## src/rtl/pwrseq_pkg.sv

```systemverilog
package pwrseq_pkg;

    typedef enum logic [2:0] {
        PS_OFF    = 3'd0,
        PS_UVWAIT = 3'd1,
        PS_TRIM   = 3'd2,
        PS_BGAP   = 3'd3,
        PS_REFGEN = 3'd4,
        PS_BYPASS = 3'd5,
        PS_RUN    = 3'd6
    } pseq_state_e;

    localparam int unsigned NUM_REF_STEPS = 4;
    localparam int unsigned FIRST_STEP    = 2;

endpackage

```

## src/rtl/pwrseq_refseq.sv

```systemverilog
module pwrseq_refseq
    import pwrseq_pkg::*;
#(
    parameter int unsigned STEP_TIMEOUT = 64
) (
    input  logic                     clk,
    input  logic                     rst_n,
    input  logic                     any_en_i,
    input  logic                     uv_above_i,
    input  logic                     uv_below_i,
    input  logic [NUM_REF_STEPS-1:0] step_done_i,
    output pseq_state_e              state_o,
    output logic [NUM_REF_STEPS-1:0] step_req_o,
    output logic                     run_next_o
);

    localparam int unsigned CNT_W = $clog2(STEP_TIMEOUT + 1);
    localparam int unsigned LAST_STEP = FIRST_STEP + NUM_REF_STEPS - 1;

    typedef struct packed {
        pseq_state_e      state;
        logic [CNT_W-1:0] cnt;
    } refseq_regs_t;

    refseq_regs_t q, d;
    logic in_step;
    logic cur_done;
    logic timed_out;

    always_comb begin
        d         = q;
        in_step   = (int'(q.state) >= int'(FIRST_STEP)) && (int'(q.state) <= int'(LAST_STEP));
        cur_done  = 1'b0;
        for (int i = 0; i < int'(NUM_REF_STEPS); i++) begin
            if (int'(q.state) == int'(FIRST_STEP) + i) cur_done = step_done_i[i];
        end
        timed_out = (q.cnt == CNT_W'(STEP_TIMEOUT - 1));

        if (!any_en_i) begin
            d.state = PS_OFF;
        end else if (q.state == PS_OFF) begin
            d.state = PS_UVWAIT;
        end else if (uv_below_i) begin
            d.state = PS_UVWAIT;
        end else if (q.state == PS_UVWAIT) begin
            if (uv_above_i) d.state = PS_TRIM;
        end else if (in_step && (cur_done || timed_out)) begin
            d.state = pseq_state_e'(3'(q.state + 3'd1));
        end

        if ((d.state != q.state) || !in_step) d.cnt = '0;
        else                                  d.cnt = q.cnt + 1'b1;
    end

    always_ff @(posedge clk or negedge rst_n) begin
        if (!rst_n) begin
            q.state <= PS_OFF;
            q.cnt   <= '0;
        end else begin
            q <= d;
        end
    end

    assign state_o    = q.state;
    assign run_next_o = (d.state == PS_RUN);

    // Outer steps are pulses for their own step; inner ones hold until run ends.
    for (genvar k = 0; k < int'(NUM_REF_STEPS); k++) begin : g_req
        if (k == 0 || k == int'(NUM_REF_STEPS) - 1) begin : g_own
            assign step_req_o[k] = (int'(q.state) == int'(FIRST_STEP) + k);
        end else begin : g_hold
            assign step_req_o[k] = (int'(q.state) >= int'(FIRST_STEP) + k) &&
                                   (q.state <= PS_RUN) && (q.state != PS_OFF);
        end
    end

    a_r5_step_bounded: assert property (@(posedge clk) disable iff (!rst_n)
        in_step |-> (q.cnt < CNT_W'(STEP_TIMEOUT)));

    a_r2_hold_for_supply: assert property (@(posedge clk) disable iff (!rst_n)
        (q.state == PS_UVWAIT && !uv_above_i) |=> (q.state == PS_UVWAIT || q.state == PS_OFF));

    a_r3_bgap_after_trim: assert property (@(posedge clk) disable iff (!rst_n)
        $rose(step_req_o[1]) |-> ($past(q.state) == PS_TRIM));

    a_r4_done_advances: assert property (@(posedge clk) disable iff (!rst_n)
        (in_step && cur_done && any_en_i && !uv_below_i) |=> (q.state != $past(q.state)));

endmodule

```

## src/rtl/pwrseq_rail_arb.sv

```systemverilog
module pwrseq_rail_arb (
    input  logic clk,
    input  logic rst_n,
    input  logic run_next_i,
    input  logic en1_i,
    input  logic en2_i,
    input  logic rail1_tgt_i,
    output logic rail1_ramp_o,
    output logic rail2_ramp_o
);

    typedef struct packed {
        logic r1;
        logic r2;
    } arb_regs_t;

    arb_regs_t q, d;
    logic r2_clear;

    always_comb begin
        d        = q;
        // Rail 2 may go once rail 1 is absent, settled, or rail 2 already runs.
        r2_clear = q.r2 || !en1_i || (q.r1 && rail1_tgt_i);
        d.r1     = run_next_i && en1_i;
        d.r2     = run_next_i && en2_i && r2_clear;
    end

    always_ff @(posedge clk or negedge rst_n) begin
        if (!rst_n) begin
            q.r1 <= 1'b0;
            q.r2 <= 1'b0;
        end else begin
            q <= d;
        end
    end

    assign rail1_ramp_o = q.r1;
    assign rail2_ramp_o = q.r2;

    a_r7_rail2_waits: assert property (@(posedge clk) disable iff (!rst_n)
        (!q.r2 && en1_i && !(q.r1 && rail1_tgt_i)) |=> !rail2_ramp_o);

    a_r6_rail1_first: assert property (@(posedge clk) disable iff (!rst_n)
        $rose(rail2_ramp_o) |-> ($past(rail1_ramp_o) || !$past(en1_i)));

endmodule

```

## src/rtl/pwrseq_dual_rail.sv

```systemverilog
module pwrseq_dual_rail
    import pwrseq_pkg::*;
#(
    parameter int unsigned STEP_TIMEOUT = 64
) (
    input  logic       clk,
    input  logic       rst_n,
    input  logic       en1_i,
    input  logic       en2_i,
    input  logic       uv_above_i,
    input  logic       uv_below_i,
    input  logic [3:0] step_done_i,
    input  logic       rail1_at_target_i,
    output logic       trim_latch_o,
    output logic       bgap_req_o,
    output logic       refgen_req_o,
    output logic       bypass_chg_o,
    output logic       rail1_ramp_o,
    output logic       rail2_ramp_o,
    output logic [2:0] seq_state_o
);

    pseq_state_e              state;
    logic [NUM_REF_STEPS-1:0] step_req;
    logic                     run_next;

    pwrseq_refseq #(.STEP_TIMEOUT(STEP_TIMEOUT)) u_refseq (
        .clk         (clk),
        .rst_n       (rst_n),
        .any_en_i    (en1_i | en2_i),
        .uv_above_i  (uv_above_i),
        .uv_below_i  (uv_below_i),
        .step_done_i (step_done_i),
        .state_o     (state),
        .step_req_o  (step_req),
        .run_next_o  (run_next)
    );

    pwrseq_rail_arb u_arb (
        .clk          (clk),
        .rst_n        (rst_n),
        .run_next_i   (run_next),
        .en1_i        (en1_i),
        .en2_i        (en2_i),
        .rail1_tgt_i  (rail1_at_target_i),
        .rail1_ramp_o (rail1_ramp_o),
        .rail2_ramp_o (rail2_ramp_o)
    );

    assign trim_latch_o = step_req[0];
    assign bgap_req_o   = step_req[1];
    assign refgen_req_o = step_req[2];
    assign bypass_chg_o = step_req[3];
    assign seq_state_o  = state;

    a_r1_off_when_disabled: assert property (@(posedge clk) disable iff (!rst_n)
        (!en1_i && !en2_i) |=> (seq_state_o == 3'd0 && !bgap_req_o && !rail1_ramp_o && !rail2_ramp_o));

    a_r11_dropout_rails: assert property (@(posedge clk) disable iff (!rst_n)
        uv_below_i |=> (!rail1_ramp_o && !rail2_ramp_o && !refgen_req_o));

    a_r9_late_rail1: assert property (@(posedge clk) disable iff (!rst_n)
        (seq_state_o == 3'd6 && rail2_ramp_o && en1_i && en2_i && !uv_below_i)
            |=> (rail1_ramp_o && rail2_ramp_o));

    a_r12_single_drop: assert property (@(posedge clk) disable iff (!rst_n)
        (rail1_ramp_o && rail2_ramp_o && !en1_i && en2_i && !uv_below_i)
            |=> (!rail1_ramp_o && rail2_ramp_o && bgap_req_o));

endmodule

```

## config.mk

```make
export PLATFORM = sky130hd
export DESIGN_NAME = pwrseq_dual_rail
export DESIGN_NICKNAME = d
export VERILOG_FILES = /design/src/rtl/pwrseq_pkg.sv /design/src/rtl/pwrseq_refseq.sv /design/src/rtl/pwrseq_rail_arb.sv /design/src/rtl/pwrseq_dual_rail.sv
export SDC_FILE = /design/constraint.sdc
export NUM_CORES = 1
export LEC_CHECK = 0
export BUFFER_PORTS_ARGS = -buffer_cell sky130_fd_sc_hd__buf_4
export CAP_MARGIN = 20
export CORE_MARGIN = 10
export CORE_UTILIZATION = 45
export CTS_CLUSTER_SIZE = 28
export DETAILED_ROUTE_END_ITERATION = 7
export GPL_ROUTABILITY_DRIVEN = 0
export PLACE_DENSITY = 0.68
export SYNTH_ARGS = -nofsm -noshare
export SYNTH_HDL_FRONTEND = slang
export SYNTH_SLANG_ARGS = --single-unit
```

## constraint.sdc

```tcl
create_clock -name clk -period 2.5 [get_ports clk]
set_input_delay 0.125 -clock clk [delete_from_list [all_inputs] [get_ports clk]]
set_output_delay 0.125 -clock clk [all_outputs]
set_load 0.02 [all_outputs]
```

==> results of run 1 <==
## worst max-delay path, delay by kind of cell (launching register included)
| family | cells | cell delay [ns] |
|---|---|---|
| AOI/OAI and AO/OA | 3 | 0.74 |
| DFF | 1 | 0.48 |
| and+or+nand+nor | 2 | 0.55 |
| adders and majority gates | 2 | 0.45 |
## state kept, by name (all words and copies together), names as in the netlist
register	flops
u_refseq.state_o	3
u_arb.rail2_ramp_o	1
u_arb.rail1_ramp_o	1
u_refseq.q	7
## per-layer routing
layer  routed length [um]  vias to the layer above  global-route usage [%]
li1                     -                      394                       -
met1                  964                      364                    12.7
met2                 1000                       28                    15.9
met3                  164                        5                    2.88
met4                   36                        0                    4.81
met5                    0                        -                       0
## stage by stage
step | total power (uW) | cell area, um^2
2_1_floorplan | 280 | 947
3_3_place_gp | 319 | 1110
3_5_place_dp | 320 | 1110
4_1_cts | 474 | 1150
5_1_grt | 495 | 1150
6_report | 472 | 1150
## worst max-delay path by stage
stage	from	endpoint	slack, ns	depth (start not counted)
final	u_refseq.state_o[1]	u_arb.rail2_ramp_o	0.22	7
after global routing	u_refseq.state_o[1]	u_refseq.q[5]	0.07	7
after CTS	u_refseq.state_o[1]	u_arb.rail1_ramp_o	0.22	7
after detailed placement	u_refseq.state_o[1]	u_arb.rail2_ramp_o	0.24	7
after global placement	u_refseq.state_o[1]	u_arb.rail2_ramp_o	0.28	7
after floorplan	u_refseq.state_o[2]	u_arb.rail2_ramp_o	0.36	8
## layout make-up
class	count	area share, %
tap	27	2.93
clock buffer	4	3.15
timing repair buffer	22	14.5
sequential	12	26.1
multi-input combinational	77	50.7
inverter	8	2.61
## kinds of logic after synthesis
kind of cell,Yosys count,share of synthesized area (%)
compound gates,24,21.7
xor+xnor,5,4.62
fa+ha+maj,9,11.9
buf+inv,13,6.61
flops,12,31.7
simple gates,39,23.5
## placed cells by master, fill, tap and decap left out, types with 2 or more instances in the layout
| cell type | instances |
|---|---|
| a21oi_1 | 5 |
| buf_4 | 21 |
| clkbuf_4 | 3 |
| dfrtp_1 | 12 |
| ha_1 | 9 |
| inv_1 | 8 |
| nand2_1 | 5 |
| nand3_1 | 3 |
| nor2_1 | 19 |
| nor2b_1 | 3 |
| o211ai_2 | 2 |
| o21ai_0 | 3 |
| xnor2_1 | 3 |
| xor2_1 | 2 |
## power by group through the flow
stage,Clock [uW],Sequential (uW),Combinational (uW)
6_report,156,204,112
5_1_grt,165,205,125
4_1_cts,157,204,113
3_5_place_dp,0,208,111
3_3_place_gp,0,208,111
2_1_floorplan,0,206,74.2
## repair_timing
item	4_1_cts	5_1_grt
hold buffers	1	0
gates resized for setup	0	0
hold endpoints to repair	12	0
setup buffers	0	0
setup endpoints to repair	0	0
==> results.md, run 1 <==
* Status: finished, final reports clean
* Largest fanout on the critical path at 8
* Max Slew Vio Count at 0
* Number of setup violations in the final report at 0
* Clk pwr share at 33.0%
* Antenna diodes at 0
* Most used cell along the critical path: ha_1
* Setup TNS at 0 ns
* Core area at around 2000 um^2
* Clock sinks at 12
* Unique masters post-synth at 37
* Pre-CTS setup slack at 0.243 ns
* Net count reported at finish at 144
* Wire length of the first global-routing pass at 3570 um
* Area taken by multi-input logic gates at between 500 and 600 um^2
* Flop-to-flop setup slack at 0.22 ns
* Root buffer cell: clkbuf_4
* Number of enable-type register cells in the synthesized netlist at 0
* Worst setup EP type: flip-flop
* Fill cell count at 183
* Peak VDD IR at 0.299 mV
* Die span in y at roughly 66 um
* Finished Core Util at 58.1%
* Final worst clock skew at between 0.003 and 0.004 ns
* Average detailed-routed wire length per instance at 14.5 um
* H-Tree Level Count at 1
* Fin crit share at 91.2%
* Post-placement cell count at 145
* Areal power density over the cells at 409 nW/um^2
* Total nets after synthesis at approximately 120
* Leakage power figure at 0.000523 uW
* CP arrival at 2.49 ns
* CP Class: reg -> reg
* Initial standard-cell utilization of the core at 47.8%
* Via density per instance at 5.27
* Path category of the worst min-delay check: in -> reg
* Commonest register cell after synthesis: dfrtp_1
* Seq/Total Area, Yosys at between 30% and 40%
* I/O pin total at 20
* Final hold viol count at 0
* Total number of yosys warnings at 0
* Quantity of I/O buffers inserted on ports at 19
* CP startpoint kind: flip-flop
* Net Sw Power at between 100 and 150 uW
* Initial antenna violation count at 0
* Num CTS Buffers at 3
* Number of placement rows at 16
* Area delta synth->final at 21.7%
* Vias in the first global route at 803
* Gate Count Post-Synth at just over 100
* Switching Share at 28.9%
* Reg2Reg Capture Point: u_arb.rail2_ramp_o
* Full die area at 4340 um^2
* Clock tree from TritonCTS: done
* Worst EP required at 2.71 ns
* Highest achievable clock rate at 439 MHz
* Global route overflow at 0
* Clock input transition at the sequential cells of the worst setup and hold paths at 0.08 ns
* Final instance count without filler cells at 150
* Most numerous cell types in the synthesized netlist: nor2_1, dfrtp_1, ha_1
* Global-route usage over all layers at 10.3%
* Most common cell in the synthesized netlist: nor2_1
* Crit-path cells: ha_1, ha_1, nand4bb_4, a311oi_4, o21a_2, o211ai_2, and4bb_1
* DRC violation total after the first TritonRoute iteration at 27
* Period minus WS final at 2.28 ns
* CP max-delay cell: dfrtp_1
* Count of unresolved DRC violations after routing at 0
* Unrepaired setup endpoints after global routing: no
* Hold_ws at roughly 0.13 ns
* Detailed Place HPWL at 1730 um
* Startpoint of the worst-slack reg-to-reg timing path: u_refseq.state_o[1]
* Crit-path max cell delay at 0.48 ns
* Layout cells sized above 1 at roughly 29%
* Maximum buffer depth of the clock tree at 2
* Slew at the pin closest to its max-slew limit at 0.570 ns
* Cell type with the largest total area after synthesis: dfrtp_1
* Cell types occupying the most area after synthesis: dfrtp_1, ha_1, nor2_1, inv_1, nand4bb_4
* 1st-pass router iterations at 4
* Flops & latches, synth at 12
* Worst slew slack as a fraction of its limit at 61.9%
* Latest clock arrival within the worst-skew pair at roughly 0.28 ns
* Post-route antenna net violation count at 0
* Worst hold path startpoint: en2_i
* Number of cells on the worst reg-to-reg path at 7
* Routed WL at around 2200 um
* Total via count after detailed routing at roughly 800
* Sequential share of power at 43.3%
* Horizontal die dimension at 65.9 um
* Worst setup margin at 0.220 ns
* Share of the synthesized area in the top cell type at between 30% and 40%
* Pin count of the biggest net entering global routing at 15
* Post-synthesis average cell area at 9.29 um^2
* Max-cap viol count at 0
* Hold-critical path endpoint: u_refseq.state_o[0]
* Async set-reset flop share out of synthesis at 100%
* Sequential Area at between 300 and 400 um^2
* Logic pwr share at a little under a quarter
* Cell Area, Synth at 947 um^2
* Internal portion of total power at approximately 340 uW
* Min-Delay Path Depth at 3
Power figures use the tool's default switching activity.
==> run 2: changes to the inputs <==
--- a/config.mk
+++ b/config.mk
@@ -13,6 +13,7 @@
 export DETAILED_ROUTE_END_ITERATION = 7
 export GPL_ROUTABILITY_DRIVEN = 0
 export PLACE_DENSITY = 0.68
+export RECOVER_POWER = 100
 export SYNTH_ARGS = -nofsm -noshare
 export SYNTH_HDL_FRONTEND = slang
 export SYNTH_SLANG_ARGS = --single-unit
==> constraint.sdc (replaced) <==
create_clock -name clk -period 2.1 [get_ports clk]
set_input_delay 0.105 -clock clk [delete_from_list [all_inputs] [get_ports clk]]
set_output_delay 0.105 -clock clk [all_outputs]
set_load 0.02 [all_outputs]
==> run 2 against run 1 <==
Against the previous run: fmax grew 13%; flip-flop and latch count did not move; hold slack better by 0.0083 ns; cell area rose by 6.9%; first-iteration DRC count fell by 15%; clock-buffer cell count fell by 1; wire length grew 3.0%; combinational power grew 50%; die area stayed put; clock skew shrank 0.0029 ns; largest cell class unchanged; highest routed layer unchanged.
==> results.md, run 2 (same netlist as run 1, synthesis figures left out) <==
* Most frequent standard cell in the layout excluding fill and tap cells: buf_4
* Unrepaired setup endpoints after global routing: yes
* Final worst clock skew at 0.000467 ns (-0.00295 ns)
* Clock input transition at the sequential cells of the worst setup and hold paths at 0.07 ns (about the same)
* Path category of the worst min-delay check: in -> reg
* Area delta synth->final at 30.1%
* Status: finished, final reports clean
* H-Tree Level Count at 1 (unchanged)
* Most flops, register: u_refseq.q
* Fill cell count at 177 (-3.3%)
* Worst EP required at 2.27 ns (-0.44 ns)
* Max-cap viol count at 0 (unchanged)
* CP arrival at 2.18 ns (-0.31 ns)
* Number of cells on the worst reg-to-reg path at 7 (unchanged)
* Placed Area at 1170 um^2 (+6.1%)
* Number of placement rows at 16 (unchanged)
* Quantity of I/O buffers inserted on ports at 19 (unchanged)
* Global route overflow at 0 (unchanged)
* Post-route antenna net violation count at 0 (unchanged)
* Worst slew slack as a fraction of its limit at 58.6% (-3.3 points)
* Detailed Place HPWL at 1810 um (+5.0%)
* Slew at the pin closest to its max-slew limit at 0.621 ns (+0.0505 ns)
* Leakage power figure at 0.000537 uW (+2.6%)
* Hold_ws at 0.141 ns (+0.00833 ns)
* Post-route standard cell area excluding fillers at 1230 um^2 (+6.9%)
* I/O pin total at 20 (unchanged)
* 1st-pass router iterations at 4 (unchanged)
* Via density per instance at 5.04 (-4.5%)
* Maximum buffer depth of the clock tree at 2 (unchanged)
* DRC violation total after the first TritonRoute iteration at 23 (-15%)
* Root buffer cell: clkbuf_4
* M1 GR Usage at 13.3% (+0.63 points)
* Peak VDD IR at 0.473 mV (+58%)
* Net count reported at finish at 153 (+6.3%)
* Full die area at 4340 um^2 (unchanged)
* Min-Delay Path Depth at 3 (unchanged)
* Number of flip-flops under the largest register name at 7 (unchanged)
* Layout cells sized above 1 at 35.9% (+6.6 points)
* Number of setup violations in the final report at 0 (unchanged)
* Initial antenna violation count at 0 (unchanged)
* Horizontal die dimension at 65.9 um (unchanged)
* Latest clock arrival within the worst-skew pair at 0.26 ns (-0.02 ns)
* Power Total at 540 uW (+15%)
* Max Slew Vio Count at 0 (unchanged)
* Clock tree from TritonCTS: done
* Num CTS Buffers at 3 (unchanged)
* Final instance count without filler cells at 158 (+5.3%)
* Antenna diodes at 0 (unchanged)
* Global-route usage over all layers at 10.5% (+0.22 points)
* Post-placement cell count at 154 (+6.2%)
* Routed WL at 2230 um (+3.0%)
* Initial standard-cell utilization of the core at 47.8% (unchanged)
* Met2 demand-to-capacity share in global routing at 16.3% (+0.36 points)
* Global-route layer with the greatest usage: met2
* Largest fanout on the critical path at 6 (-2)
* CP startpoint kind: flip-flop
* Highest achievable clock rate at 498 MHz (+13%)
* Die span in y at 65.9 um (unchanged)
* CP Class: reg -> reg
* Average detailed-routed wire length per instance at 14.1 um (-2.2%)
* Top library cells by usage in the layout, fill and taps aside: buf_4, nor2_1, dfrtp_1
* Met3 GRT Util at 3.90% (+1.0 points)
* Total via count after detailed routing at 796 (+0.63%)
* Final hold viol count at 0 (unchanged)
* Areal power density over the cells at 438 nW/um^2 (+7.1%)
* Pin count of the biggest net entering global routing at 13 (-2)
* Worst setup EP type: flip-flop
* Core area at 1980 um^2 (unchanged)
* Vias in the first global route at 801 (-0.25%)
* Count of unresolved DRC violations after routing at 0 (unchanged)
* Clock sinks at 12 (unchanged)
* Wire length of the first global-routing pass at 3650 um (+2.1%)
* Fin crit share at 95.7% (+4.5 points)
* Period minus WS final at 2.01 ns (-0.271 ns)
[run 2: changes by cell type in the layout (fill, tap and decap cells not counted)]
cell,delta
clkbuf_1,+5
ha_1,-5
buf_4,+4
ha_4,+3
ha_2,+2
inv_1,-2
inv_2,+2
clkbuf_8,-1
nand2_1,-1
nand2_2,+1
[run 2: area by class of cell]
class,instances,area (um^2),area share (%)
Sequential cell,12,300,24.4
Inverter,8,30.0,2.44
Clock buffer,3,22.5,1.83
Multi-Input combinational cell,77,629,51.1
Timing Repair Buffer,31,216,17.6
Tap cell,27,33.8,2.74
[run 2: per-layer routing]
| layer | up-vias | wire (um) | share of wire, % |
|---|---|---|---|
| li1 | 411 | - | - |
| met2 | 16 | 995 | 45 |
| met4 | 0 | 13 | 0.58 |
| met1 | 367 | 1110 | 50 |
| met5 | - | 0 | 0 |
| met3 | 2 | 108 | 4.8 |
[run 2: metrics by stage]
step / util [%] / TNS [ns] / setup WS (ns)
2_1_floorplan: - / 0 / 0.00587
3_3_place_gp: 59.2 / 0 / 0.0720
3_5_place_dp: 59.2 / -0.0629 / -0.0582
4_1_cts: 61.9 / 0 / 0.00910
5_1_grt: 62.2 / -0.0447 / -0.0447
6_report: 62.2 / 0 / 0.0911
[run 2: repair_timing]
item / 4_1_cts / 5_1_grt
gates resized for setup: 5 / 6
pin swaps: 6 / 5
hold endpoints to repair: 12 / 0
hold buffers: 1 / 0
buffers inserted: 0 / 0
setup endpoints to repair: 2 / 3
[run 2: critical path, cell delays in order, from the launching register on]
cell and delay (ns):
dfrtp_1 0.41, ha_2 0.21, ha_4 0.15, nand4bb_4 0.19
a311oi_4 0.34, o21a_2 0.21, o211ai_2 0.11, nor4b_2 0.28
[run 2: worst paths after layout]
check                      slack, ns           startpoint                   to
max                             0.09  u_refseq.state_o[1]   u_arb.rail1_ramp_o
min                             0.14                en2_i  u_refseq.state_o[0]
max reg2reg                     0.09  u_refseq.state_o[1]   u_arb.rail1_ramp_o
min reg2reg                     0.46        u_refseq.q[0]        u_refseq.q[0]
max in group asynchronous       1.34                rst_n   u_arb.rail2_ramp_o
min in group asynchronous       0.36                rst_n        u_refseq.q[4]
[run 2: power breakdown]
group / internal (uW) / leakage, uW / switching [uW]
clock network: 66.2 / 0.0000138 / 66.5
registers: 236 / 0.000164 / 3.49
logic: 77.3 / 0.000359 / 90.9
